## src/rtl/ecc64_pkg.sv

```systemverilog
package ecc64_pkg;

    localparam int HALF_W    = 32;
    localparam int CHK_W     = 8;
    localparam int DATA_W    = 2 * HALF_W;
    localparam int IDX_W     = $clog2(DATA_W);
    localparam int CHK_IDX_W = $clog2(CHK_W);

    typedef enum logic [1:0] {
        KIND_NONE  = 2'd0,
        KIND_DATA  = 2'd1,
        KIND_CHECK = 2'd2,
        KIND_MULTI = 2'd3
    } err_kind_e;

    typedef logic [CHK_W-1:0][HALF_W-1:0] mask_half_t;
    typedef logic [CHK_W-1:0][DATA_W-1:0] mask_full_t;

    // Odd-weight columns (weight 3 first, then 5), ascending, one per data bit.
    function automatic mask_full_t build_masks();
        mask_full_t m;
        int         used;
        int         ones;
        m    = '0;
        used = 0;
        for (int w = 3; w <= CHK_W; w += 2) begin
            for (int v = 0; v < (1 << CHK_W); v++) begin
                ones = 0;
                for (int k = 0; k < CHK_W; k++) begin
                    ones += (v >> k) & 1;
                end
                if (ones == w && used < DATA_W) begin
                    for (int k = 0; k < CHK_W; k++) begin
                        m[k][used] = ((v >> k) & 1) != 0;
                    end
                    used++;
                end
            end
        end
        return m;
    endfunction

    function automatic mask_half_t split_half(mask_full_t m, bit upper);
        mask_half_t h;
        for (int k = 0; k < CHK_W; k++) begin
            h[k] = upper ? m[k][DATA_W-1:HALF_W] : m[k][HALF_W-1:0];
        end
        return h;
    endfunction

    localparam mask_full_t DEFAULT_MASKS = build_masks();

endpackage

```

## src/rtl/ecc64_locator.sv

```systemverilog
module ecc64_locator
    import ecc64_pkg::*;
#(
    parameter mask_half_t MASK_HI = split_half(DEFAULT_MASKS, 1'b1),
    parameter mask_half_t MASK_LO = split_half(DEFAULT_MASKS, 1'b0)
) (
    input  logic [CHK_W-1:0] syn,
    output err_kind_e        kind,
    output logic [IDX_W-1:0] index
);

    logic [DATA_W-1:0][CHK_W-1:0] column;
    logic [DATA_W-1:0]            hit;
    logic [IDX_W-1:0]             data_pos;
    logic [CHK_IDX_W-1:0]         chk_pos;
    logic                         one_set;

    for (genvar b = 0; b < DATA_W; b++) begin : g_col
        localparam int  POS   = b % HALF_W;
        localparam bit  UPPER = (b >= HALF_W);
        for (genvar k = 0; k < CHK_W; k++) begin : g_bit
            if (UPPER) begin : g_hi
                assign column[b][k] = MASK_HI[k][POS];
            end else begin : g_lo
                assign column[b][k] = MASK_LO[k][POS];
            end
        end
        assign hit[b] = (syn == column[b]);
    end

    always_comb begin
        data_pos = '0;
        for (int b = DATA_W - 1; b >= 0; b--) begin
            if (hit[b]) data_pos = IDX_W'(b);
        end
    end

    always_comb begin
        chk_pos = '0;
        for (int k = CHK_W - 1; k >= 0; k--) begin
            if (syn[k]) chk_pos = CHK_IDX_W'(k);
        end
    end

    assign one_set = (syn != '0) && ((syn & (syn - CHK_W'(1))) == '0);

    always_comb begin
        kind  = KIND_MULTI;
        index = '0;
        if (syn == '0) begin
            kind = KIND_NONE;
        end else if (|hit) begin
            kind  = KIND_DATA;
            index = data_pos;
        end else if (one_set) begin
            kind  = KIND_CHECK;
            index = IDX_W'(chk_pos);
        end
    end

endmodule

```

## config.mk

```make
export PLATFORM = sky130hd
export DESIGN_NAME = ecc64_locator
export DESIGN_NICKNAME = d
export VERILOG_FILES = /design/src/rtl/ecc64_pkg.sv /design/src/rtl/ecc64_locator.sv
export SDC_FILE = /design/constraint.sdc
export NUM_CORES = 1
export LEC_CHECK = 0
export CAP_MARGIN = 20
export CORE_MARGIN = 8
export CORE_UTILIZATION = 50
export DETAILED_ROUTE_END_ITERATION = 8
export PLACE_DENSITY_LB_ADDON = 0.1
export SETUP_SLACK_MARGIN = 0.4
export SLEW_MARGIN = 0
export SYNTH_ARGS = -nofsm -noshare
export SYNTH_HDL_FRONTEND = slang
export SYNTH_SLANG_ARGS = --single-unit
```

## constraint.sdc

```tcl
create_clock -name vclk -period 2
set_input_delay 0.4 -clock vclk [all_inputs]
set_output_delay 0.4 -clock vclk [all_outputs]
set_load 0.01 [all_outputs]
```

==> results of run 1 <==
kinds of logic after synthesis:
logic type	Yosys count
AND/OR/NAND/NOR	135
AO/OA/AOI/OAI	72
buffers and inverters	31
XOR/XNOR	12
multiplexers	1
cells in the mapped netlist (all sizes together), types with 5 or more instances:
cell    number  area share
nor2        28       0.065
buf         24        0.12
nand2       20       0.047
a21oi       12       0.037
nor4        11       0.043
nor2b       10       0.039
nor3        10       0.034
o21ai       10       0.031
nand4        9       0.035
nand2b       8       0.033
nand3        8       0.025
o22ai        8       0.031
xnor2        8       0.048
a31oi        7       0.027
or3          6       0.023
a32o         5       0.031
o31ai        5       0.023
through the flow:
step	std cells	area, µm²
global placement	370	2397
detailed placement	370	2397
floorplan	251	1700
==> summary.txt, run 1 <==
Status
  • Status: stopped before the end
  • Halt point of the flow: 4_1_cts
  • First error: [ERROR DPL-0038] Utilization greater than 100%, impossible to legalize

Clocking
  • Setup Buffers After CTS: 32
  • Hold buffers post-CTS: 0
  • Post-CTS Resized: 169

Logic synthesis
  • Post-synthesis share of cell area spent on full adders, half adders and majority gates: 0
  • Largest family of logic cells by synthesized area: simple AND/OR/NAND/NOR gates
  • Mean Syn Cell Area: 6.406 µm²
  • Yosys warns: 0
  • Xor-xnor portion of the synthesized cell area: 0.07004
  • Post-Syn Instances: 251
  • Post-synthesis instance area: 0.001608 mm²
  • Post-synthesis mux area share: 0.006226
  • Register area share after synthesis: 0
  • Synth Area in Simple Gates: 0.4732
  • Post-synth net total: 259
  • Distinct cells, synth: 52
  • Synth Area in Compound Gates: 0.3113

Die
  • Starting density of the core: 0.5266
  • Core Rows: 20
  • Die Span X: 72.71 µm
  • Chip Height: 72.71 µm
  • I/O Pins: 16

Placement
  • Worst slack, placed: -1289 ps
  • DP Wirelength: 5306 µm
  • RD Place Congestion: 1.020
  • # port buffers: 16
==> run 2, diff against run 1 <==
--- a/config.mk
+++ b/config.mk
@@ -7,10 +7,9 @@
 export LEC_CHECK = 0
 export CAP_MARGIN = 20
 export CORE_MARGIN = 8
-export CORE_UTILIZATION = 50
+export CORE_UTILIZATION = 35
 export DETAILED_ROUTE_END_ITERATION = 8
-export PLACE_DENSITY_LB_ADDON = 0.1
-export SETUP_SLACK_MARGIN = 0.4
+export PLACE_DENSITY_LB_ADDON = 0.15
 export SLEW_MARGIN = 0
 export SYNTH_ARGS = -nofsm -noshare
 export SYNTH_HDL_FRONTEND = slang
==> constraint.sdc (replaced) <==
create_clock -name vclk -period 2.6
set_input_delay 0.52 -clock vclk [all_inputs]
set_output_delay 0.52 -clock vclk [all_outputs]
set_load 0.01 [all_outputs]
==> run 2 against run 1 <==
  * The flow now finishes, with violations (negative setup slack)
  * Synthesized cell count is the same
  * Area after synthesis did not move
==> summary.txt, run 2 <==
Worst setup path
  • Largest stage delay, worst path: 370 ps
  • Crit path kind: input port to output pin
  • Worst EP required: 2080 ps
  • CP max-delay cell: or3_1
  • Worst EP arrival: 2230 ps
  • Worst setup SP type: input port
  • Cell family with most CP delay: simple AND/OR/NAND/NOR gates
  • CP bufs+invs: 4
  • Crit path max fanout: 7
  • CP Cell Sequence: buf_8 > buf_12 > buf_8 > or2b_4 > o22ai_1 > a31oi_1 > o2111ai_1 > or3_1 > or3_1 > buf_2
  • CP Capture Type: output pin

Route
  • Iter 0 DRT Violations: 319
  • Post-DR wirelength/cell: 21.84 µm
  • Detailed Routing Iterations Pass 1: 6
  • Via density: 6.553
  • Residual DRC: 0
  • DR WL met3: 978 µm
  • Wl on met1: 3569 µm
  • Routed met2 length: 4307 µm
  • DR top layer: met4
  • DR vias: 2798
  • Post-route ant nets: 0
  • Post-Route WL: 9325 µm

Min path
  • Hold path start: syn[0]
  • Hold Path Sink: kind[1]
  • Min-delay worst type: input port to output pin
  • Worst hold stages: 6

Cells and area
  • FF/Latch Area: 0 µm²
  • Multi-input logic area: 0.001813 mm²
  • Most frequent cells in the layout: 104 x buf_4, 20 x nor2_1, 19 x buf_6, 15 x nand2_1, 12 x buf_2
  • Commonest non-fill, non-tap cell in the layout: buf_4
  • Fin nets: 385
  • Seq Cell Count: 0
  • Antenna Cells: 0
  • Area growth from synthesis to layout: 102.5%
  • Share of cells above drive strength 1: 0.5760
  • Post-layout util: 0.7426
  • Clk_buf instances: 0
  • FILL cells: 329

Die
  • Starting density of the core: 0.3667
  • Chip Height: 83.78 µm
  • Core Rows: 24
  • Die Span X: 83.78 µm
  • Core area: 0.004384 mm²
  • I/O Pins: 16
  • Die area: 0.007018 mm²

Timing
  • Post-route setup slack: -148.0 ps
  • Slew margin rel.: 0.5624
  • RSZ-0062 raised after global routing: yes
  • Max-slew violations: 0
  • Worst-Margin Slew: 654.6 ps
  • Final period utilization: 1.057
  • Post-route setup TNS: -448.7 ps
  • Final setup vio count: 6
  • Final Hold Viols: 0
  • F_max: 363.9 MHz
  • Min Tclk post-route: 2748 ps

Logic synthesis
  • Post-Syn Instances: 251
  • Mean Syn Cell Area: 6.406 µm²
  • Yosys top cell area share: 0.07004
  • Area contributors post-synth: buf_6 7.0%, nor2_1 6.5%, nand2_1 4.7%
  • Post-synth net total: 259
  • Distinct cells, synth: 52
  • Register area share after synthesis: 0
  • Yosys warns: 0
  • Post-synthesis instance area: 0.001608 mm²
  • Most frequent cell after synthesis: nor2_1
  • Most frequent cells after synthesis: 28 x nor2_1, 20 x nand2_1, 12 x a21oi_1
  • Dominant cell type by area after synthesis: buf_6

Power and ir drop
  • Clock share of power: 0
  • Sequential power share: 0
  • Worst vdd ir: 0.1264 mV
  • NetSw: 0.0002778 W
  • Lkg Pwr: 1.416 nW
  • Combinational share of power: 1.000
  • Internal power: 0.0002863 W
  • Sw frac: 0.4925
  • Pwr Density: 173.3 mW/mm²

Clocking
  • Hold buffers post-CTS: 0

Global route
  • Vias in the first global route: 2599
  • Overflow after GRT: 0
  • Initial antenna violation count: 0
  • Pin count of the biggest net entering global routing: 13
  • Global-route wire length before repair: 13910 µm
  • Gr usage total: 0.2341

Placement
  • RD Place Congestion: 0.9487
  • # port buffers: 16
  • DP Wirelength: 5690 µm

Status
  • Failing checks: negative setup slack
  • Status: complete, but fails checks

Job
  • Maxcap violations: 0
-- run 2: cell type report --
type,count,area share
Timing Repair Buffer,152,0.4197
Multi-Input combinational cell,220,0.5569
Inverter,3,0.003459
Tap cell,52,0.01998
-- run 2: through the flow --
step	instance area, µm²	worst slack (ps)	instances	hold slack [ps]	power (W)
6_report	3256	-148.0	427	1733	0.0005641
5_1_grt	3256	-198.7	427	1773	0.0005887
4_1_cts	3032	-84.29	421	1692	0.0005003
3_5_place_dp	2459	-1055	396	2503	0.0004003
3_3_place_gp	2459	-1025	396	2499	0.0004015
2_1_floorplan	1608	122.1	251	1388	0.0001999
-- run 2: repair_timing --
action | in CTS | in global routing
cloned | 6 | 1
setup buffers | 19 | 5
endpoints found under the hold margin | 0 | 0
setup endpoints to repair | 8 | 7
pin swaps | 27 | 12
gates resized for setup | 164 | 24
-- run 2: power groups by stage --
stage / Combinational, W / Sequential, W / Clock [W]
3_3_place_gp: 0.000401 / 0 / 0
3_5_place_dp: 0.000400 / 0 / 0
4_1_cts: 0.000500 / 0 / 0
6_report: 0.000564 / 0 / 0
2_1_floorplan: 0.000200 / 0 / 0
5_1_grt: 0.000589 / 0 / 0
-- run 2: worst max path at each step --
| stage | from | to | slack [ps] | cells past startpoint |
|---|---|---|---|---|
| final | syn[3] | index[0] | -150 | 10 |
| after detailed placement | syn[4] | index[0] | -1060 | 9 |
| after floorplan | syn[4] | kind[1] | 120 | 8 |
| after global placement | syn[4] | index[0] | -1020 | 9 |
| after global routing | syn[3] | index[0] | -200 | 10 |
| after CTS | syn[2] | index[0] | -80 | 9 |
-- run 2: per-layer routing --
metal  global-route usage  vias up
li1                     -     1218
met1               0.3036     1305
met2               0.3832      221
met3              0.03027       54
met4              0.08006        0
met5                    0        -
-- run 2: tightest hold or removal path: stages --
cell	delay, ps
buf_6	90
buf_2	150
o21ai_0	100
nand4_1	150
nor4_2	60
buf_2	130
-- run 2: cells by family after synthesis --
| family | count (synthesis) | synth area share |
|---|---|---|
| AND/OR/NAND/NOR | 135 | 0.4732 |
| XOR/XNOR | 12 | 0.07004 |
| multiplexers | 1 | 0.006226 |
| AO/OA/AOI/OAI | 72 | 0.3113 |
| buffers and inverters | 31 | 0.1393 |
Note: power is estimated with default switching activity, not from simulation.
